File: config.mk
export PLATFORM = sky130hd
export DESIGN_NAME = usb_ls_rx
export DESIGN_NICKNAME = d
export VERILOG_FILES = /design/src/rtl/usb_ls_rx_pkg.sv /design/src/rtl/usb_ls_line_sync.sv /design/src/rtl/usb_ls_bit_timer.sv /design/src/rtl/usb_ls_destuff_shift.sv /design/src/rtl/usb_ls_rx.sv
export SDC_FILE = /design/constraint.sdc
export NUM_CORES = 1
export LEC_CHECK = 0
export BUFFER_PORTS_ARGS = -buffer_cell sky130_fd_sc_hd__buf_2
export CORE_MARGIN = 1
export CORE_UTILIZATION = 62
export DETAILED_ROUTE_END_ITERATION = 6
export PLACE_DENSITY = 0.83
export SLEW_MARGIN = 20
export SYNTH_ARGS = -nofsm -noshare
export SYNTH_HDL_FRONTEND = slang
export SYNTH_SLANG_ARGS = --single-unit
File: constraint.sdc
create_clock -name clk -period 3.7 [get_ports clk]
set_input_delay 0.555 -clock clk [delete_from_list [all_inputs] [get_ports clk]]
set_output_delay 0.555 -clock clk [all_outputs]
set_load 0.02 [all_outputs]
File: src/rtl/usb_ls_rx_pkg.sv
package usb_ls_rx_pkg;

    // bit 1 = D+, bit 0 = D-
    typedef enum logic [1:0] {
        LN_SE0 = 2'b00,
        LN_J   = 2'b01,
        LN_K   = 2'b10,
        LN_SE1 = 2'b11
    } line_e;

    typedef enum logic [1:0] {
        ST_WAIT = 2'd0,
        ST_HUNT = 2'd1,
        ST_DATA = 2'd2
    } rx_state_e;

    localparam int STUFF_RUN = 6;

    // NRZI: unchanged level is a one
    function automatic logic nrzi_bit(input logic level, input logic prev_level);
        return level == prev_level;
    endfunction

endpackage

File: src/rtl/usb_ls_line_sync.sv
module usb_ls_line_sync
    import usb_ls_rx_pkg::*;
#(
    parameter int STAGES = 2
) (
    input  logic  clk,
    input  logic  rst,
    input  logic  dp_i,
    input  logic  dm_i,
    output line_e line_o,
    output logic  dm_edge_o
);
    logic [STAGES-1:0] dp_pipe;
    logic [STAGES-1:0] dm_pipe;
    logic              dm_last;

    generate
        if (STAGES == 1) begin : g_single
            always_ff @(posedge clk) begin
                if (rst) begin
                    dp_pipe <= '0;
                    dm_pipe <= '0;
                end else begin
                    dp_pipe <= dp_i;
                    dm_pipe <= dm_i;
                end
            end
        end else begin : g_chain
            always_ff @(posedge clk) begin
                if (rst) begin
                    dp_pipe <= '0;
                    dm_pipe <= '0;
                end else begin
                    dp_pipe <= {dp_pipe[STAGES-2:0], dp_i};
                    dm_pipe <= {dm_pipe[STAGES-2:0], dm_i};
                end
            end
        end
    endgenerate

    always_ff @(posedge clk) begin
        if (rst) dm_last <= 1'b0;
        else     dm_last <= dm_pipe[STAGES-1];
    end

    assign line_o    = line_e'({dp_pipe[STAGES-1], dm_pipe[STAGES-1]});
    assign dm_edge_o = dm_pipe[STAGES-1] ^ dm_last;

endmodule

File: src/rtl/usb_ls_bit_timer.sv
module usb_ls_bit_timer #(
    parameter int OVERSAMPLE = 8
) (
    input  logic clk,
    input  logic rst,
    input  logic resync_i,
    output logic strobe_o
);
    localparam int PH_W = $clog2(OVERSAMPLE);
    localparam logic [PH_W-1:0] CENTER = PH_W'(OVERSAMPLE / 2);
    localparam logic [PH_W-1:0] LAST   = PH_W'(OVERSAMPLE - 1);

    logic [PH_W-1:0] phase_q;

    always_ff @(posedge clk) begin
        if (rst)                phase_q <= '0;
        else if (resync_i)      phase_q <= PH_W'(1);
        else if (phase_q == LAST) phase_q <= '0;
        else                    phase_q <= phase_q + PH_W'(1);
    end

    assign strobe_o = (phase_q == CENTER) && !resync_i;

endmodule

File: src/rtl/usb_ls_destuff_shift.sv
module usb_ls_destuff_shift
    import usb_ls_rx_pkg::*;
#(
    parameter int BYTE_W = 8
) (
    input  logic              clk,
    input  logic              rst,
    input  logic              init_i,
    input  logic              bit_en_i,
    input  logic              bit_i,
    output logic              byte_done_o,
    output logic [BYTE_W-1:0] byte_o,
    output logic              first_bit_o
);
    localparam int POS_W  = $clog2(BYTE_W);
    localparam int ONES_W = $clog2(STUFF_RUN + 1);
    localparam logic [POS_W-1:0]  LAST_POS = POS_W'(BYTE_W - 1);
    localparam logic [ONES_W-1:0] RUN_MAX  = ONES_W'(STUFF_RUN);

    logic [BYTE_W-1:0] sh_q;
    logic [POS_W-1:0]  pos_q;
    logic [ONES_W-1:0] ones_q;
    logic              stuffed;
    logic              take;

    assign stuffed     = ones_q == RUN_MAX;
    assign take        = bit_en_i && !stuffed;
    assign byte_o      = {bit_i, sh_q[BYTE_W-1:1]};
    assign byte_done_o = take && (pos_q == LAST_POS);
    assign first_bit_o = pos_q == '0;

    always_ff @(posedge clk) begin
        if (rst) begin
            sh_q   <= '0;
            pos_q  <= '0;
            ones_q <= '0;
        end else if (init_i) begin
            sh_q   <= '0;
            pos_q  <= '0;
            ones_q <= ONES_W'(1);   // last sync bit is a one
        end else if (bit_en_i) begin
            if (stuffed) begin
                ones_q <= '0;
            end else begin
                ones_q <= bit_i ? ones_q + ONES_W'(1) : '0;
                sh_q   <= byte_o;
                pos_q  <= (pos_q == LAST_POS) ? '0 : pos_q + POS_W'(1);
            end
        end
    end

endmodule

File: src/rtl/usb_ls_rx.sv
module usb_ls_rx
    import usb_ls_rx_pkg::*;
#(
    parameter int OVERSAMPLE  = 8,
    parameter int BUF_BYTES   = 8,
    parameter int SYNC_STAGES = 2,
    localparam int CNT_W      = $clog2(BUF_BYTES + 1)
) (
    input  logic             clk,
    input  logic             rst,
    input  logic             dp_i,
    input  logic             dm_i,
    output logic             byte_valid_o,
    output logic [7:0]       byte_o,
    output logic             pkt_done_o,
    output logic [CNT_W-1:0] pkt_bytes_o,
    output logic             overflow_o
);
    localparam logic [CNT_W-1:0] FULL = CNT_W'(BUF_BYTES);

    line_e      line;
    logic       lvl;
    logic       dm_edge;
    logic       strobe;
    rx_state_e  state_q, state_d;
    logic       saw_k_q, saw_k_d;
    logic       prev_q, prev_d;
    logic [CNT_W-1:0] count_q;
    logic       init;
    logic       bit_en;
    logic       bit_val;
    logic       end_pkt;
    logic       byte_done;
    logic [7:0] byte_data;
    logic       first_bit;
    logic       full;
    logic       ovf_now;

    usb_ls_line_sync #(.STAGES(SYNC_STAGES)) u_sync (
        .clk      (clk),
        .rst      (rst),
        .dp_i     (dp_i),
        .dm_i     (dm_i),
        .line_o   (line),
        .dm_edge_o(dm_edge)
    );

    usb_ls_bit_timer #(.OVERSAMPLE(OVERSAMPLE)) u_timer (
        .clk     (clk),
        .rst     (rst),
        .resync_i(dm_edge),
        .strobe_o(strobe)
    );

    usb_ls_destuff_shift #(.BYTE_W(8)) u_shift (
        .clk        (clk),
        .rst        (rst),
        .init_i     (init),
        .bit_en_i   (bit_en),
        .bit_i      (bit_val),
        .byte_done_o(byte_done),
        .byte_o     (byte_data),
        .first_bit_o(first_bit)
    );

    assign lvl     = line[0];
    assign bit_val = nrzi_bit(lvl, prev_q);
    assign full    = count_q == FULL;
    assign ovf_now = byte_done && full;

    always_comb begin
        state_d = state_q;
        saw_k_d = saw_k_q;
        prev_d  = prev_q;
        init    = 1'b0;
        bit_en  = 1'b0;
        end_pkt = 1'b0;
        case (state_q)
            ST_WAIT: begin
                if (lvl) begin
                    state_d = ST_HUNT;
                    saw_k_d = 1'b0;
                end
            end
            ST_HUNT: begin
                if (strobe) begin
                    case (line)
                        LN_K: begin
                            if (saw_k_q) begin
                                state_d = ST_DATA;
                                init    = 1'b1;
                                prev_d  = 1'b0;
                            end else begin
                                saw_k_d = 1'b1;
                            end
                        end
                        LN_J:    saw_k_d = 1'b0;
                        default: state_d = ST_WAIT;
                    endcase
                end
            end
            ST_DATA: begin
                if (strobe) begin
                    if (line == LN_SE0 && !first_bit) begin
                        end_pkt = 1'b1;
                        state_d = ST_WAIT;
                    end else begin
                        bit_en = 1'b1;
                        prev_d = lvl;
                    end
                end
            end
            default: state_d = ST_WAIT;
        endcase
        if (ovf_now) state_d = ST_WAIT;
    end

    always_ff @(posedge clk) begin
        if (rst) begin
            state_q      <= ST_WAIT;
            saw_k_q      <= 1'b0;
            prev_q       <= 1'b0;
            count_q      <= '0;
            byte_valid_o <= 1'b0;
            byte_o       <= '0;
            pkt_done_o   <= 1'b0;
            pkt_bytes_o  <= '0;
            overflow_o   <= 1'b0;
        end else begin
            state_q      <= state_d;
            saw_k_q      <= saw_k_d;
            prev_q       <= prev_d;
            byte_valid_o <= byte_done && !full;
            pkt_done_o   <= end_pkt;
            overflow_o   <= ovf_now;
            if (byte_done)  byte_o <= byte_data;
            if (end_pkt)    pkt_bytes_o <= count_q;
            if (init)                       count_q <= '0;
            else if (byte_done && !full)    count_q <= count_q + CNT_W'(1);
        end
    end

endmodule

Word-level counts from Yosys, hierarchy flattened
Cells that the tools add are included.
{"block": "totals", "reg_bits": 45, "latchBits": 0, "ram_bits": 0, "mem_bits_ro": 0, "in_bits": 4, "out_inout_bits": 15, "elab_cells": 101, "mem_count": 0}
{"block": "op_classes", "n_addsub": 4, "mul": 0, "div_mod_pow": 0, "magnitude_cmp": 0, "eq_ne": 20, "shifts": 0, "n_mux": 34, "bitwise": 2, "n_reduce_logical": 23}
{"operator": "1-bit two-way mux", "n": 21}
{"operator": "2-bit inequality test, second input constant", "n": 7}
{"operator": "3-bit equality test, second input constant", "n": 4}
{"operator": "6-bit AND reduction", "n": 2}
{"operator": "2-bit two-way mux", "n": 5}
{"operator": "3-bit by 1-bit adder with 3-bit output, second input constant", "n": 3}
{"operator": "3-bit two-way mux", "n": 3}
{"operator": "1-bit logical AND", "n": 6}
{"operator": "1-bit case mux with 2 select lines", "n": 3}
{"operator": "2-bit case mux with 3 select lines", "n": 1}
{"operator": "2-bit nonzero test", "n": 3}
{"operator": "4-bit by 1-bit adder with 4-bit output, second input constant", "n": 1}
{"operator": "2-bit by 1-bit equality test with 1-bit output, second input constant", "n": 2}
{"operator": "2-bit equality test, second input constant", "n": 2}
{"operator": "4-bit equality test, second input constant", "n": 1}
{"operator": "1-bit zero test", "n": 4}
{"operator": "2-bit zero test", "n": 2}
{"operator": "2-bit case mux with 2 select lines", "n": 1}
{"operator": "4-bit AND reduction", "n": 1}
{"operator": "2-bit OR reduction", "n": 2}
{"operator": "3-bit zero test", "n": 1}
{"operator": "3-bit by 2-bit inequality test with 1-bit output, second input constant", "n": 1}
{"operator": "3-bit inequality test, second input constant", "n": 1}
{"operator": "3-bit OR reduction", "n": 1}
{"operator": "other kinds (5)", "n": 5}

Longest topological paths before layout
Gate-level depths: netlist (run 1).
{"block": "logic_depth", "ltp_word": 10, "depth_mapped": 8, "depth_no_buf": 6}

Hierarchy
Synthesis (run 1) repeated with hierarchy kept, for this count alone.
{"block": "hier_totals", "cells_unflattened": 211, "hier_area_um2": 1926.8}
{"module": "usb_ls_rx", "instances": 1, "cells_per_inst": 112, "area_per_inst_um2": 1033.5, "seq_area_each_um2": 460.4}
{"module": "usb_ls_destuff_shift", "instances": 1, "cells_per_inst": 71, "area_per_inst_um2": 586.8, "seq_area_each_um2": 260.2}
{"module": "usb_ls_line_sync", "instances": 1, "cells_per_inst": 13, "area_per_inst_um2": 157.7, "seq_area_each_um2": 100.1}
{"module": "usb_ls_bit_timer", "instances": 1, "cells_per_inst": 15, "area_per_inst_um2": 148.9, "seq_area_each_um2": 60.1}

Worst setup path before layout (run 1)
No wires, ideal clock.
{"block": "synth_timing", "kind": "flip-flop to flip-flop", "from": "register u_sync.dm_pipe[1]", "to": "register pkt_bytes_o[3]", "setup_ps": 71, "t_arrival_ps": 1760, "t_required_ps": 3629, "slack_ps": 1869, "stages_incl_launch_ff": 8, "path_buffers": 1, "period_less_slack_ps": 1831, "cell_sequence": "dfxtp_1 > inv_1 > ha_1 > inv_1 > or4b_1 > buf_2 > or3_1 > a21oi_1"}
{"block": "synth_via", "elab_chain_len": 5, "word_cells_on_any_way": 8, "classes_between": "3 x mux; 1 x bitwise; 4 x reduce/logical"}
{"item": "start: declaration", "line": "usb_ls_line_sync.sv:14", "source": "logic [STAGES-1:0] dm_pipe;"}
{"item": "start signal: assignment", "line": "usb_ls_line_sync.sv:35", "source": "dm_pipe <= {dm_pipe[STAGES-2:0], dm_i};"}
{"item": "2-bit zero test / 1-bit XOR (equally long branches)", "line": "usb_ls_rx.sv:104, usb_ls_line_sync.sv:47"}
{"item": "1-bit logical AND / 1-bit zero test (equally long branches)", "line": "usb_ls_rx.sv:104, usb_ls_bit_timer.sv:22"}
{"item": "1-bit two-way mux / 1-bit logical AND (equally long branches)", "line": "usb_ls_rx.sv:104, usb_ls_bit_timer.sv:22"}
{"item": "1-bit two-way mux *", "line": "usb_ls_rx.sv:103", "source": "if (strobe) begin"}
{"item": "1-bit two-way mux *", "line": "usb_ls_rx.sv:78", "source": "case (state_q)"}
{"item": "end signal: assignment", "line": "usb_ls_rx.sv:137", "source": "if (end_pkt) pkt_bytes_o <= count_q;"}
{"item": "end: declaration", "line": "usb_ls_rx.sv:16", "source": "output logic [CNT_W-1:0] pkt_bytes_o,"}
Mark *: on every way between the ends. The rest lies on a longest branch, timed or not.
A chain may end at the register's enable or synchronous reset.

Final worst setup path (run 1)
{"block": "layout_timing", "from": "register u_sync.dm_pipe[1]", "to": "register prev_q"}
{"block": "layout_via", "elab_chain_len": 5, "word_cells_on_any_way": 14, "classes_between": "5 x eq/ne; 3 x mux; 1 x bitwise; 5 x reduce/logical"}
{"item": "1-bit XOR", "line": "usb_ls_line_sync.sv:47", "source": "assign dm_edge_o = dm_pipe[STAGES-1] ^ dm_last;"}
{"item": "1-bit zero test", "line": "usb_ls_bit_timer.sv:22", "source": "assign strobe_o = (phase_q == CENTER) && !resync_i;"}
{"item": "1-bit logical AND", "line": "usb_ls_bit_timer.sv:22"}
{"item": "2-bit inequality test (no source line)"}
{"item": "6-bit AND reduction (no source line)"}
{"item": "end signal: assignment", "line": "usb_ls_rx.sv:132", "source": "prev_q <= prev_d;"}
{"item": "end: declaration", "line": "usb_ls_rx.sv:27", "source": "logic prev_q, prev_d;"}
Parallel ways exist; a longest one is shown, timed or not. The select of a mux whose other input is x is not followed.

==> results.py, run 1 <==
metrics = {
    "worst_setup_path": {
        "crit_arrival_ns": 2.51,
        "cp.required_ns": 3.95,
        "cp_slowest_stage_delay_ns": 0.83,
        "cp_max_fo": 15,
        "critical_path_class": "reg -> reg",
        "end_kind": "flop",
        "critical_path.startpoint_type": "flop",
        "critPathBufInv": 1,
        "cp_top_family": "compound AO/OA/AOI/OAI gates",
        "cpMaxStageDelayCell": "a21oi_1",
        "worstPathCellList": "inv_1 > ha_1 > a21oi_1 > o21ai_0 > mux2i_1",
    },
    "power_and_ir_drop": {
        "peakVddDrop_mv": 0.239,
        "p_clk_share_pct": 33.2,
        "p_seq_share_pct": 62.8,
        "netSwitchingPower_uw": 171,
        "intPower_uw": 598,
        "comb_power_share_pct": 3.9,
        "p_leak_nw": 0.786,
        "swShare_pct": 22.2,
        "p_per_area_nw_per_um2": 354,
    },
    "die": {
        "start_util_pct": 65.7,
        "die_y_um": 58.9,
        "dieArea_um2": 3470,
        "ioPinCount": 19,
        "num_rows": 20,
        "core-area_um2": 3050,
        "die_w_um": 58.9,
    },
    "run": {
        "cap_violations": 0,
    },
    "logic_synthesis": {
        "synth-seq-cells": 44,
        "synth.area.top_cells": "dfxtp_1 (44%), ha_1 (8.1%), a21oi_1 (6.7%)",
        "yosysTopAreaCell": "dfxtp_1",
        "ys_seq_area_share_pct": 43.9,
        "yosysWarnings": 0,
        "synth.top_cell.area_share_pct": 43.9,
        "syn_area_per_cell_um2": 8.92,
        "syn_nets": 242,
        "synthCells": 225,
        "synth_cell_types": 39,
        "netlist_area_um2": 2010,
    },
    "outcome": {
        "status": "finished clean",
    },
    "sta": {
        "setup_viol": 0,
        "slew_viol_final": 0,
        "worst_pin_slew_ns": 1.06,
        "hold_violations": 0,
        "tns_ns": 0,
        "final.min_clock_period_ns": 2.26,
        "fmax_mhz": 442,
        "post-route-period-util_pct": 61.1,
        "maxSlewHeadroom_pct": 29.0,
        "skew_ns": 0.00984,
        "rsz0062_at_grt": "no",
    },
    "clock_network": {
        "cts_setup_buffers": 0,
        "clk_pin_slew_ns": 0.12,
        "root_buffer": "clkbuf_4",
        "cts_resized": 0,
        "htree_levels": 2,
        "clockBufferDepth": 2,
        "clkSinkCount": 44,
        "cts_buffers": 5,
        "clock_latency_ns": 0.36,
        "postCtsHoldBufs": 0,
        "tritoncts": "built",
    },
    "drt": {
        "wl_per_cell_um": 13.7,
        "wl_met3_um": 183,
        "topRoutingLayerUsed": "met4",
        "drc_errors": 0,
        "wl_met2_um": 1770,
        "drtAntennaViolNets": 0,
        "drt-met1-wl_um": 1840,
        "drt_iter0_markers": 153,
        "viasPerCell": 5.90,
        "wl_um": 3830,
        "dr.pass1.iters": 5,
        "via_count": 1646,
    },
    "global_route": {
        "grt_pass1_vias": 1415,
        "grt_pass1_wl_um": 6370,
        "grt_use_total_pct": 23.6,
        "antenna_found_initial": 0,
        "grt_overflow": 0,
        "grt_max_degree": 34,
    },
    "finish": {
        "drive_gt1_share_pct": 13.2,
        "fin_nets": 252,
        "antenna_cells": 0,
        "stdcell_area_um2": 2170,
        "flow.area_growth_from_synthesis_pct": 8.10,
    },
    "place": {
        "io_buffer_count": 18,
        "gp_congestion": 0.839,
        "dp_hpwl_um": 2520,
        "post_dp_cell_area_um2": 2100,
    },
    "min_path": {
        "hold_path.class": "in -> reg",
    },
}
## cell type report
cell class / instances / area, um^2
timing repair buffer: 19 / 97.6
sequential: 44 / 881
tap: 44 / 55.1
clock buffer: 7 / 65.1
multi-input combinational: 152 / 1020
fill: 255 / 883
inverter: 13 / 48.8
## cell usage in the layout, fill, tap and decap left out, types with 6 or more instances in the layout
cell     instances
o31ai_1          8
nand3_1         19
dfxtp_1         44
a21oi_1         27
ha_1            13
nor3_1           7
nor2b_1          7
o21ai_0         16
nand2_1          6
buf_2           18
nor2_1           6
inv_1           13
## flip-flops by register name (all words and copies together) (netlist names)
name             count
byte_o               8
saw_k_q              1
prev_q               1
overflow_o           1
pkt_bytes_o          4
byte_valid_o         1
state_q              2
u_shift.ones_q       3
pkt_done_o           1
u_sync.dm_pipe       2
count_q              4
u_timer.phase_q      3
u_shift.sh_q         7
u_sync.dp_pipe       2
u_sync.dm_last       1
u_shift.pos_q        3
## cells in the mapped netlist
cell       count
xor2_2         1
nand4b_1       3
buf_1          1
o21ai_0       16
and2_1         1
a41oi_1        1
nand4_1        5
ha_1          13
a2111o_1       1
o41ai_1        4
nand3_1       19
xnor2_1        1
a211o_1        1
nor3_1         7
or2_1          1
a31o_2         2
inv_1         13
buf_2          3
nor2_1         6
mux2i_1        1
a2111oi_2      1
nor3b_1        2
o31ai_1        8
and3_1         1
a21oi_1       27
nor4b_1        3
a311oi_1       2
a22oi_1        1
or4b_1         1
a211oi_1       1
or3_1          2
dfxtp_1       44
nor2b_1        7
clkbuf_1      12
nor4_2         1
nand2_1        6
nand3b_1       1
nand2b_1       4
o21bai_1       1
## per-layer routing
layer | vias up | global-route usage [%]
li1 | 831 | -
met1 | 760 | 31.5
met2 | 52 | 37.5
met3 | 3 | 6.15
met4 | 0 | 7.14
met5 | - | 0
## path summary, 6_finish.rpt
| path | startpoint | endpoint | slack (ns) | cells past startpoint |
|---|---|---|---|---|
| worst max-delay path | u_sync.dm_pipe[1] | prev_q | 1.44 | 5 |
| worst min-delay path | dp_i | u_sync.dp_pipe[0] | 0.41 | 2 |
| worst max register to register | u_sync.dm_pipe[1] | prev_q | 1.44 | 5 |
| worst min register to register | u_sync.dm_pipe[0] | u_sync.dm_pipe[1] | 0.45 | 1 |
## metrics by stage
stage / setup slack, ns / instances / power (mW) / hold WS [ns] / utilization (%)
floorplan: 1.87 / 225 / 0.516 / 0.414 / -
CTS: 1.22 / 279 / 0.773 / 0.400 / 70.8
global placement: 1.33 / 272 / 0.522 / 0.418 / 68.6
finish: 1.44 / 279 / 0.769 / 0.409 / 71.1
global route: 1.26 / 279 / 0.798 / 0.394 / 71.1
detailed placement: 1.24 / 272 / 0.523 / 0.430 / 68.6
## logic make-up after synthesis
logic type      synth area share (%)
simple gates                    20.1
xor+xnor                        1.25
compound gates                  20.5
flops                           43.9
mux                            0.499
fa+ha+maj                       8.10
buf+inv                         5.61
## power groups by stage
| stage | clock network (mW) | logic, mW | registers (mW) |
|---|---|---|---|
| 5_1_grt | 0.280 | 0.0337 | 0.484 |
| 6_report | 0.255 | 0.0303 | 0.483 |
| 3_3_place_gp | 0 | 0.0288 | 0.494 |
| 3_5_place_dp | 0 | 0.0294 | 0.494 |
| 4_1_cts | 0.260 | 0.0295 | 0.483 |
| 2_1_floorplan | 0 | 0.0233 | 0.493 |
Power figures use the tool's default switching activity.
==> run 2, diff against run 1 <==
Settings changed: CORE_UTILIZATION 62 to 52, PLACE_DENSITY 0.83 to 0.74.
Clock period 3.7 ns to 2 ns, I/O delays scaled along.
==> run 2 against run 1 <==
- clock power rose by 120%
- largest power group unchanged
- critical endpoint is now pkt_bytes_o[0]
- clock skew fell by 0.00065 ns
- sequential power rose by 85%
- highest routed layer unchanged
==> results.py, run 2 (synthesized netlist as in run 1, its figures left out) <==
metrics = {
    "clock_network": {
        "clkSinkCount": 44,
        "clock_latency_ns": 0.30,
        "cts_setup_buffers": 0,
        "tritoncts": "built",
        "htree_levels": 2,
        "clk_pin_slew_ns": 0.08,
        "root_buffer": "clkbuf_8",
        "cts_buffers": 5,
        "clockBufferDepth": 2,
    },
    "worst_setup_path": {
        "crit_start": "u_sync.dm_pipe[1]",
        "crit_end": "pkt_bytes_o[0]",
        "end_kind": "flop",
        "rrSetupSlack_ns": 0.18,
        "reg2reg_depth": 7,
        "cp_max_fo": 7,
        "cp_top_family": "simple AND/OR/NAND/NOR gates",
        "cpMaxStageDelayCell": "or4b_4",
        "cp.depth": 7,
        "cp_slowest_stage_delay_ns": 0.55,
        "critPathBufInv": 3,
        "worstPathCellList": "inv_2 > ha_2 > inv_1 > or4b_4 > buf_4 > o21ai_0 > o41ai_1",
        "critical_path_class": "reg -> reg",
        "cp.required_ns": 2.18,
        "crit-reg2reg-launch": "u_sync.dm_pipe[1]",
        "reg2reg_to": "pkt_bytes_o[0]",
        "crit_arrival_ns": 2.01,
        "critical_path.startpoint_type": "flop",
    },
    "global_route": {
        "antenna_found_initial": 0,
        "grt_pass1_vias": 1469,
        "grt_use_total_pct": 20.7,
        "grt_max_degree": 33,
        "grt_overflow": 0,
        "grt_pass1_wl_um": 6710,
    },
    "outcome": {
        "status": "finished clean",
    },
    "power_and_ir_drop": {
        "peakVddDrop_mv": 0.455,
        "p_leak_nw": 0.839,
        "p_per_area_nw_per_um2": 662,
        "power_mw": 1.51,
    },
    "finish": {
        "antenna_cells": 0,
        "drive_gt1_share_pct": 18.3,
        "fin_nets": 262,
        "stdcell_area_um2": 2290,
        "regMostFlops": "byte_o",
        "layout_common_cells": "dfxtp_1 (44), a21oi_1 (27), nand3_1 (19), buf_2 (18), o21ai_0 (15)",
        "flow.area_growth_from_synthesis_pct": 14.0,
        "multi_input_area_um2": 1020,
        "layout_commonest_cell": "dfxtp_1",
        "fillers": 324,
        "largest_register_ffs": 8,
        "seqCellArea_um2": 881,
        "largestRegisters": "byte_o (8), u_shift.sh_q (7)",
        "utilization_pct": 62.0,
        "finalNonFillerCells": 294,
    },
    "run": {
        "cap_violations": 0,
    },
    "sta": {
        "setup_viol": 0,
        "fmax_mhz": 548,
        "tns_ns": 0,
        "rsz0062_at_grt": "no",
        "skew_ns": 0.00920,
        "worst_pin_slew_ns": 0.490,
        "final.min_clock_period_ns": 1.82,
        "slew_viol_final": 0,
        "hold_violations": 0,
        "post-route-period-util_pct": 91.2,
        "maxSlewHeadroom_pct": 67.3,
    },
    "die": {
        "die_y_um": 64.1,
        "die_w_um": 64.1,
        "ioPinCount": 19,
        "num_rows": 22,
        "dieArea_um2": 4110,
        "core-area_um2": 3690,
        "start_util_pct": 54.4,
    },
    "drt": {
        "viasPerCell": 5.64,
        "wl_per_cell_um": 13.3,
        "drtAntennaViolNets": 0,
        "wl_um": 3910,
        "wl_met2_um": 1730,
        "dr.pass1.iters": 4,
        "drt_iter0_markers": 146,
        "topRoutingLayerUsed": "met4",
        "drc_errors": 0,
        "wl_met3_um": 174,
        "via_count": 1659,
        "drt-met1-wl_um": 1960,
    },
    "place": {
        "dp_hpwl_um": 2730,
        "io_buffer_count": 18,
        "post_dp_cell_area_um2": 2190,
        "place_inst": 286,
        "gp_congestion": 0.758,
    },
    "min_path": {
        "hold_path.class": "in -> reg",
    },
}
run 2: cell types whose count changed in the layout (fill, tap and decap cells not counted), moves of 2 or more:
cell	change
buf_4	+9
clkbuf_4	-5
clkbuf_8	+3
clkinvlp_4	+2
run 2: routing by layer:
metal / track usage, % / vias to the layer above
met5: 0 / -
met4: 6.67 / 0
met3: 5.36 / 5
met2: 31.5 / 40
met1: 28.6 / 755
li1: - / 859
run 2: timing repair:
item	4_1_cts	5_1_grt
resized for setup	0	4
hold buffers	0	0
setup endpoints to repair	0	8
run 2: where the power goes:
group	switching (mW)	internal (mW)
clock network	0.315	0.247
logic	0.0356	0.0243
registers	0.00714	0.886
run 2: area by class of cell:
type	instances	area share [%]
Inverter	13	2.13
Clock buffer	5	3.01
Timing Repair Buffer	29	8.10
Multi-Input combinational cell	152	44.6
Tap cell	48	2.63
Sequential cell	44	38.5
Clock inverter	3	1.04
run 2: worst min-delay path by stage:
stage                      startpoint  slack, ns  depth (start not counted)                 to
detailed placement  u_sync.dp_pipe[0]       0.42                          1  u_sync.dp_pipe[1]
floorplan           u_sync.dm_pipe[0]       0.41                          1  u_sync.dm_pipe[1]
global placement    u_sync.dp_pipe[0]       0.42                          1  u_sync.dp_pipe[1]
CTS                              dm_i       0.20                          2  u_sync.dm_pipe[0]
global route                     dp_i       0.21                          2  u_sync.dp_pipe[0]
finish                           dm_i       0.21                          2  u_sync.dm_pipe[0]
run 2: stage by stage:
stage | worst slack [ns] | hold WS, ns
6_report | 0.176 | 0.208
3_3_place_gp | 0.147 | 0.418
4_1_cts | 0.0726 | 0.203
5_1_grt | 0.0311 | 0.214
2_1_floorplan | 0.169 | 0.414
3_5_place_dp | 0.0857 | 0.423
